### src/rtl/axil_wb_bridge.sv
module axil_wb_bridge #(
  parameter int ADDR_W = 32,
  parameter int DATA_W = 32,
  parameter logic [ADDR_W-1:0] BASE_ADDR = 32'h8000_0000,
  parameter int WB_AW = 30,
  parameter int TIMEOUT = 1024
) (
  input  logic                clk,
  input  logic                rst_n,
  input  logic [ADDR_W-1:0]   s_awaddr,
  input  logic                s_awvalid,
  output logic                s_awready,
  input  logic [DATA_W-1:0]   s_wdata,
  input  logic [DATA_W/8-1:0] s_wstrb,
  input  logic                s_wvalid,
  output logic                s_wready,
  output logic [1:0]          s_bresp,
  output logic                s_bvalid,
  input  logic                s_bready,
  input  logic [ADDR_W-1:0]   s_araddr,
  input  logic                s_arvalid,
  output logic                s_arready,
  output logic [DATA_W-1:0]   s_rdata,
  output logic [1:0]          s_rresp,
  output logic                s_rvalid,
  input  logic                s_rready,
  output logic                wb_cyc,
  output logic                wb_stb,
  output logic                wb_we,
  output logic [WB_AW-1:0]    wb_adr,
  output logic [DATA_W/8-1:0] wb_sel,
  output logic [DATA_W-1:0]   wb_dat_o,
  input  logic [DATA_W-1:0]   wb_dat_i,
  input  logic                wb_ack,
  input  logic                wb_stall
);

  localparam int TW = $clog2(TIMEOUT + 1);

  typedef enum logic [2:0] {S_IDLE, S_RD, S_WDAT, S_WR, S_WRESP} state_t;

  state_t          st;
  logic            stb_q;
  logic            bvalid_q;
  logic [1:0]      bresp_q;
  logic [TW-1:0]   tcnt;
  logic            in_cyc, wb_ok, to_hit, fin;
  logic [1:0]      resp;
  logic [ADDR_W-1:0] cur_addr;

  assign in_cyc   = (st == S_RD) || (st == S_WR);
  assign wb_ok    = wb_ack && !wb_stall;
  assign to_hit   = tcnt == TW'(TIMEOUT - 1);
  assign fin      = in_cyc && (wb_ok || to_hit);
  assign resp     = wb_ok ? 2'b00 : 2'b10;
  assign cur_addr = (st == S_RD) ? s_araddr : s_awaddr;

  assign wb_cyc   = in_cyc;
  assign wb_stb   = stb_q;
  assign wb_we    = (st == S_WR);
  assign wb_adr   = WB_AW'((cur_addr - BASE_ADDR) >> 2);
  assign wb_sel   = s_wstrb;
  assign wb_dat_o = s_wdata;

  assign s_arready = (st == S_RD) && fin;
  assign s_rvalid  = (st == S_RD) && fin;
  assign s_rdata   = wb_dat_i;
  assign s_rresp   = resp;

  assign s_awready = (st == S_WR) && fin;
  assign s_wready  = (st == S_WR) && fin;
  assign s_bvalid  = bvalid_q;
  assign s_bresp   = bresp_q;

  always_ff @(posedge clk or negedge rst_n) begin
    if (!rst_n) begin
      st       <= S_IDLE;
      stb_q    <= 1'b0;
      tcnt     <= '0;
      bvalid_q <= 1'b0;
      bresp_q  <= 2'b00;
    end else begin
      if (in_cyc && !fin) tcnt <= tcnt + 1'b1;
      else                tcnt <= '0;

      if (stb_q && (!wb_stall || to_hit)) stb_q <= 1'b0;

      case (st)
        S_IDLE: begin
          if (s_arvalid && s_rready) begin
            st    <= S_RD;
            stb_q <= 1'b1;
          end else if (s_awvalid) begin
            st <= S_WDAT;
          end
        end
        S_WDAT: begin
          if (s_wvalid) begin
            st    <= S_WR;
            stb_q <= 1'b1;
          end
        end
        S_RD: if (fin) st <= S_IDLE;
        S_WR: begin
          if (fin) begin
            st       <= S_WRESP;
            bvalid_q <= 1'b1;
            bresp_q  <= resp;
          end
        end
        S_WRESP: begin
          if (s_bready) begin
            st       <= S_IDLE;
            bvalid_q <= 1'b0;
          end
        end
        default: st <= S_IDLE;
      endcase
    end
  end

endmodule

### config.mk
export PLATFORM = sky130hd
export DESIGN_NAME = axil_wb_bridge
export DESIGN_NICKNAME = d
export VERILOG_FILES = /design/src/rtl/axil_wb_bridge.sv
export SDC_FILE = /design/constraint.sdc
export NUM_CORES = 1
export LEC_CHECK = 0
export BUFFER_PORTS_ARGS = -buffer_cell sky130_fd_sc_hd__buf_2
export CAP_MARGIN = 20
export CELL_PAD_IN_SITES_DETAIL_PLACEMENT = 1
export CELL_PAD_IN_SITES_GLOBAL_PLACEMENT = 1
export CORE_ASPECT_RATIO = 1.1
export CORE_MARGIN = 2
export CORE_UTILIZATION = 20
export CTS_CLUSTER_SIZE = 20
export DETAILED_ROUTE_END_ITERATION = 16
export GPL_TIMING_DRIVEN = 0
export PLACE_DENSITY_LB_ADDON = 0.08
export SYNTH_ARGS = -nofsm -noshare
export SYNTH_HDL_FRONTEND = slang
export SYNTH_SLANG_ARGS = --single-unit
export TNS_END_PERCENT = 30
### constraint.sdc
create_clock -name clk -period 2.87 [get_ports clk]
set_input_delay 0.287 -clock clk [delete_from_list [all_inputs] [get_ports clk]]
set_output_delay 0.287 -clock clk [all_outputs]
set_load 0.01 [all_outputs]
# Yosys cells after proc, flatten, opt, wreduce, memory -nomap -nowiden

Cells that the tools add are included.

Reduce and logical (&&, ||, !) cells: 17
Equality and inequality tests: 10
Muxes and demuxes: 17
$add $sub $neg: 2

Operators by type and width:

| operator               | count |
|---|---|
| $mux 32                | 1 |
| $sub 32x32->32 const B | 1 |
| $mux 3                 | 6 |
| $pmux 3 s5             | 1 |
| $add 11x1->11 const B  | 1 |
| $eq 11x10->1 const B   | 1 |
| $mux 11                | 1 |
| $logic_and 1x1->1      | 7 |
| $eq 3x2->1 const B     | 2 |
| $ne 2x2->1 const B     | 3 |
| $mux 1                 | 5 |
| $reduce_and 5->1       | 1 |
| $pmux 1 s2             | 2 |
| $eq 3x1->1 const B     | 1 |
| $eq 3x3->1 const B     | 1 |
| $logic_not 3->1        | 1 |
| $logic_or 1x1->1       | 3 |
| $ne 3x3->1 const B     | 1 |
| $reduce_and 3->1       | 1 |
| $logic_not 1->1        | 2 |
| $mux 2                 | 1 |
| $ne 2x1->1 const B     | 1 |
| $reduce_and 2->1       | 1 |
| $reduce_bool 2->1      | 1 |

Flip-flop bits (word level): 18
Output and inout bits: 110

# Depth between registers and ports, before layout

Depth after elaboration: 7
Depth in mapped cells: 5
Mapped depth without buffers: 4

# Least setup slack after synthesis

No wires, ideal clock.

Path kind: reg2out
Start point: register tcnt[0]
End point: output port s_rvalid
Stages on the path, launching flop included: 6
Path slack: 1.082 ns
Arrival time: 1.501 ns
Cells stage by stage: dfrtp_1 ha_1 nand4_4 o31ai_4 and2_1 buf_4

Longest elaborated chain between the ends: 4

RTL lines:

| item                     | RTL line | RTL |
|---|---|---|
| start: declaration       | 46       | `logic [TW-1:0] tcnt;` |
| start signal: assignment | 83       | `if (in_cyc && !fin) tcnt <= tcnt + 1'b1;` |
| $eq 11x10->1             | 53       | `assign to_hit = tcnt == TW'(TIMEOUT - 1);` |
| $logic_or 1x1->1         | 54       | `assign fin = in_cyc && (wb_ok \|\| to_hit);` |
| $logic_and 1x1->1        | 54       |  |
| $logic_and 1x1->1        | -        |  |
| end: declaration         | 25       | `output logic s_rvalid,` |

No other way between the ends.

# Worst setup path after layout

Start point: register tcnt[0]
End point: output port s_wready

Longest elaborated chain between the ends: 4

RTL lines:

| item              | RTL line | RTL |
|---|---|---|
| $eq 11x10->1      | 53       |  |
| $logic_or 1x1->1  | 54       |  |
| $logic_and 1x1->1 | 54       |  |
| $logic_and 1x1->1 | 71       | `assign s_wready = (st == S_WR) && fin;` |
| end: declaration  | 16       | `output logic s_wready,` |

No other way between the ends.

==> summary.txt <==
Timing
  • Setup violators final: 0
  • Final period util: 81.23%
  • Final worst slack: 0.5388 ns
  • Slew headroom: 63.85%
  • Setup TNS: 0 ns
  • Tmin final: 2.331 ns
  • Clock skew: 0.002829 ns
  • Maximum clock rate: 429.0 MHz
  • Max Transition Viols Final: 0
  • Worst Max-Slew Pin Slew: 0.5423 ns
  • RSZ-0062 raised after global routing: no
  • Final Hold Viols: 0

Logic synthesis
  • Register area share after synthesis: 23.83%
  • Yosys top cell area share: 31.53%
  • XOR/XNOR Fraction of Synth Area: 1.472%
  • Synthesis-stage register bit count: 17
  • Most frequent cells after synthesis: buf_4, mux2_2, dfrtp_1
  • Area leader, netlist: buf_4
  • Synth Instances: 190
  • Compound-Gate Fraction of Synth Area: 10.23%
  • Unique masters post-synth: 37
  • Syn_area_per_cell: 9.397 sq um
  • Ys async rst share: 100.0%
  • Fraction of the mapped netlist area in simple logic gates: 11.49%
  • Post-Synth Adder-Cell Area: 0.7008%
  • Most used DFF post-synth: dfrtp_1
  • Ys Warns: 0
  • Multiplexer area fraction after synthesis: 18.85%
  • Top cells by area, synth: buf_4, dfrtp_1, mux2_2
  • Number of synthesized flops with an enable pin: 0
  • Most frequent cell after synthesis: buf_4
  • Largest family of logic cells by synthesized area: buffers and inverters
  • Area of the mapped netlist: 1785 sq um

Worst setup path
  • Crit path cell chain: ha_1 > nand4_4 > o31ai_4 > and2_1 > buf_4 > buf_2
  • Data required, critical path: 2.58 ns
  • Critical-path maximum fanout: 9
  • Worst R2R Setup Slack: 1.11 ns
  • Slowest CP cell: o31ai_4
  • Worst setup SP type: flip-flop
  • R2R Path End: tcnt[4]
  • CP Class: flip-flop to primary output
  • Arrival time worst endpoint: 2.04 ns
  • Crit. End Element: primary output
  • Worst flop-to-flop path startpoint: tcnt[0]
  • Max incr delay on CP: 0.47 ns
  • Path depth of the worst reg2reg path: 5

Clock network
  • # H-tree levels: 1
  • Post-CTS Resized: 0
  • CTS Root Cell: clkbuf_8
  • Later-pin clock latency in the skew report: 0.25 ns
  • Worst-path clk slew: 0.07 ns
  • CTS tree: yes
  • Clock Sinks: 17
  • Clk buf depth: 2
  • CTS Buf Count: 3

Final layout
  • Area Overhead vs Synth: 60.62%
  • Net count, final: 515
  • Area of the multi-input gates: 770.7 sq um
  • Share of cells above drive strength 1: 77.42%
  • Layout filler cell count: 1139
  • ANT cells: 0
  • Register Area: 425.4 sq um

Global route
  • Gr ovfl total: 0
  • Vias in the first global route: 1823
  • Total Routing Usage GR: 13.41%
  • First-pass GRT wire length: 9991 um
  • Largest net degree at the start of global routing: 18
  • Initial antenna violation count: 0

Route
  • DR iter-0 viols: 15
  • Post-route ant nets: 0
  • Via count: 1961
  • Vias/cell: 4.035
  • DRC viols: 0
  • Drt total wl: 7729 um
  • WL/cell: 15.90 um
  • DRT Pass-1 Iters: 4

Hold path
  • Hold Startpoint: s_bready
  • HP Class: input port to flip-flop
  • WHS Endpoint: st[2]
  • Hold path cells: 2

Pwr
  • P per Cell Area: 467.7 nW/um^2
  • Worst vdd ir: 0.0002163 V
  • Tot Pwr: 1341 uW
  • LEAKAGE: 0.001562 uW

Job
  • MaxCap Viol Count: 0

Die
  • Die area: 9700 sq um
  • Core Area: 8783 sq um
  • Die width: 94.09 um
  • Cell row count: 36
  • Initial Utilization: 20.33%
  • Die span in y: 103.1 um
  • IO Pins: 251

Placed design
  • Gpl congestion: 0.6632
  • Hpwl dp: 6838 um
  • Dpl ws: 0.7730 ns
  • Port buffer count: 176

Outcome
  • Status: completed
[cells in the final DEF, fill, tap and decap left out, drive strengths merged, types with 2 or more instances in the layout]
cell type  instances
buf              252
mux2              29
dfrtp             17
nand2              6
nand3              6
nor3               6
o21ai              5
a211oi             5
clkbuf             5
inv                4
or3                4
o31ai              3
nand2b             2
nor2               2
nand3b             2
xor2               2
and2               2
o311ai             2
conb               2
nand4              2
[critical path: cells and delay by family, from the launching register on]
kind | cells | cell delay (ns)
AOI/OAI and AO/OA | 1 | 0.47
adders and majority gates | 1 | 0.27
buffers and inverters | 2 | 0.23
DFF | 1 | 0.39
and+or+nand+nor | 2 | 0.44
[power by group]
part	total [uW]	switching, uW	internal (uW)
Sequential	329	46.2	282
Combinational	825	408	418
Clock	187	88.6	98.6
Total	1340	542	799
[layout make-up]
class	instances	area share (%)
timing repair buffer	177	31.06
buffer	77	20.16
clock buffer	4	1.571
multi-input combinational	93	26.88
sequential	17	14.83
inverter	4	0.5236
tap	114	4.974
[per-stage QoR]
stage	cell area (sq um)	util, %	cells	hold slack (ns)
after floorplan	1789	-	191	-0.008591
after global placement	2813	32.02	481	0.2573
after detailed placement	2813	32.02	481	0.2578
after CTS	2868	32.65	486	0.2169
after global routing	2868	32.65	486	0.2192
final	2868	32.65	486	0.2257
[metal layers]
layer | up-vias | part of all wire [%] | GRT usage (%)
met2 | 138 | 53 | 25.60
met1 | 869 | 36 | 15.38
li1 | 952 | - | -
met3 | 2 | 11 | 4.386
met4 | 0 | 0.052 | 0.3344
met5 | - | 0 | 0
[worst max path at each step]
stage,start,endpoint,depth (start not counted)
final,tcnt[0],s_wready,6
after global routing,tcnt[0],s_rvalid,6
after global placement,tcnt[0],s_rvalid,6
after floorplan,tcnt[0],s_rvalid,5
after detailed placement,tcnt[0],s_rvalid,6
after CTS,tcnt[0],s_rvalid,6
[kinds of logic after synthesis]
group	Yosys count
buf+inv	81
flops	17
xor+xnor	3
simple gates	35
compound gates	22
other cells	1
fa+ha+maj	1
mux	30
[what timing repair did]
action | in CTS | in global routing
hold endpoints to repair | 17 | 0
setup buffers | 0 | 0
hold buffers | 1 | 0
[registers in the layout, indices dropped and copies added (netlist names)]
signal and cells:
tcnt 11, wb_stb 1, s_bresp 1, st 3, s_bvalid 1
(Power assumes the default switching activity.)
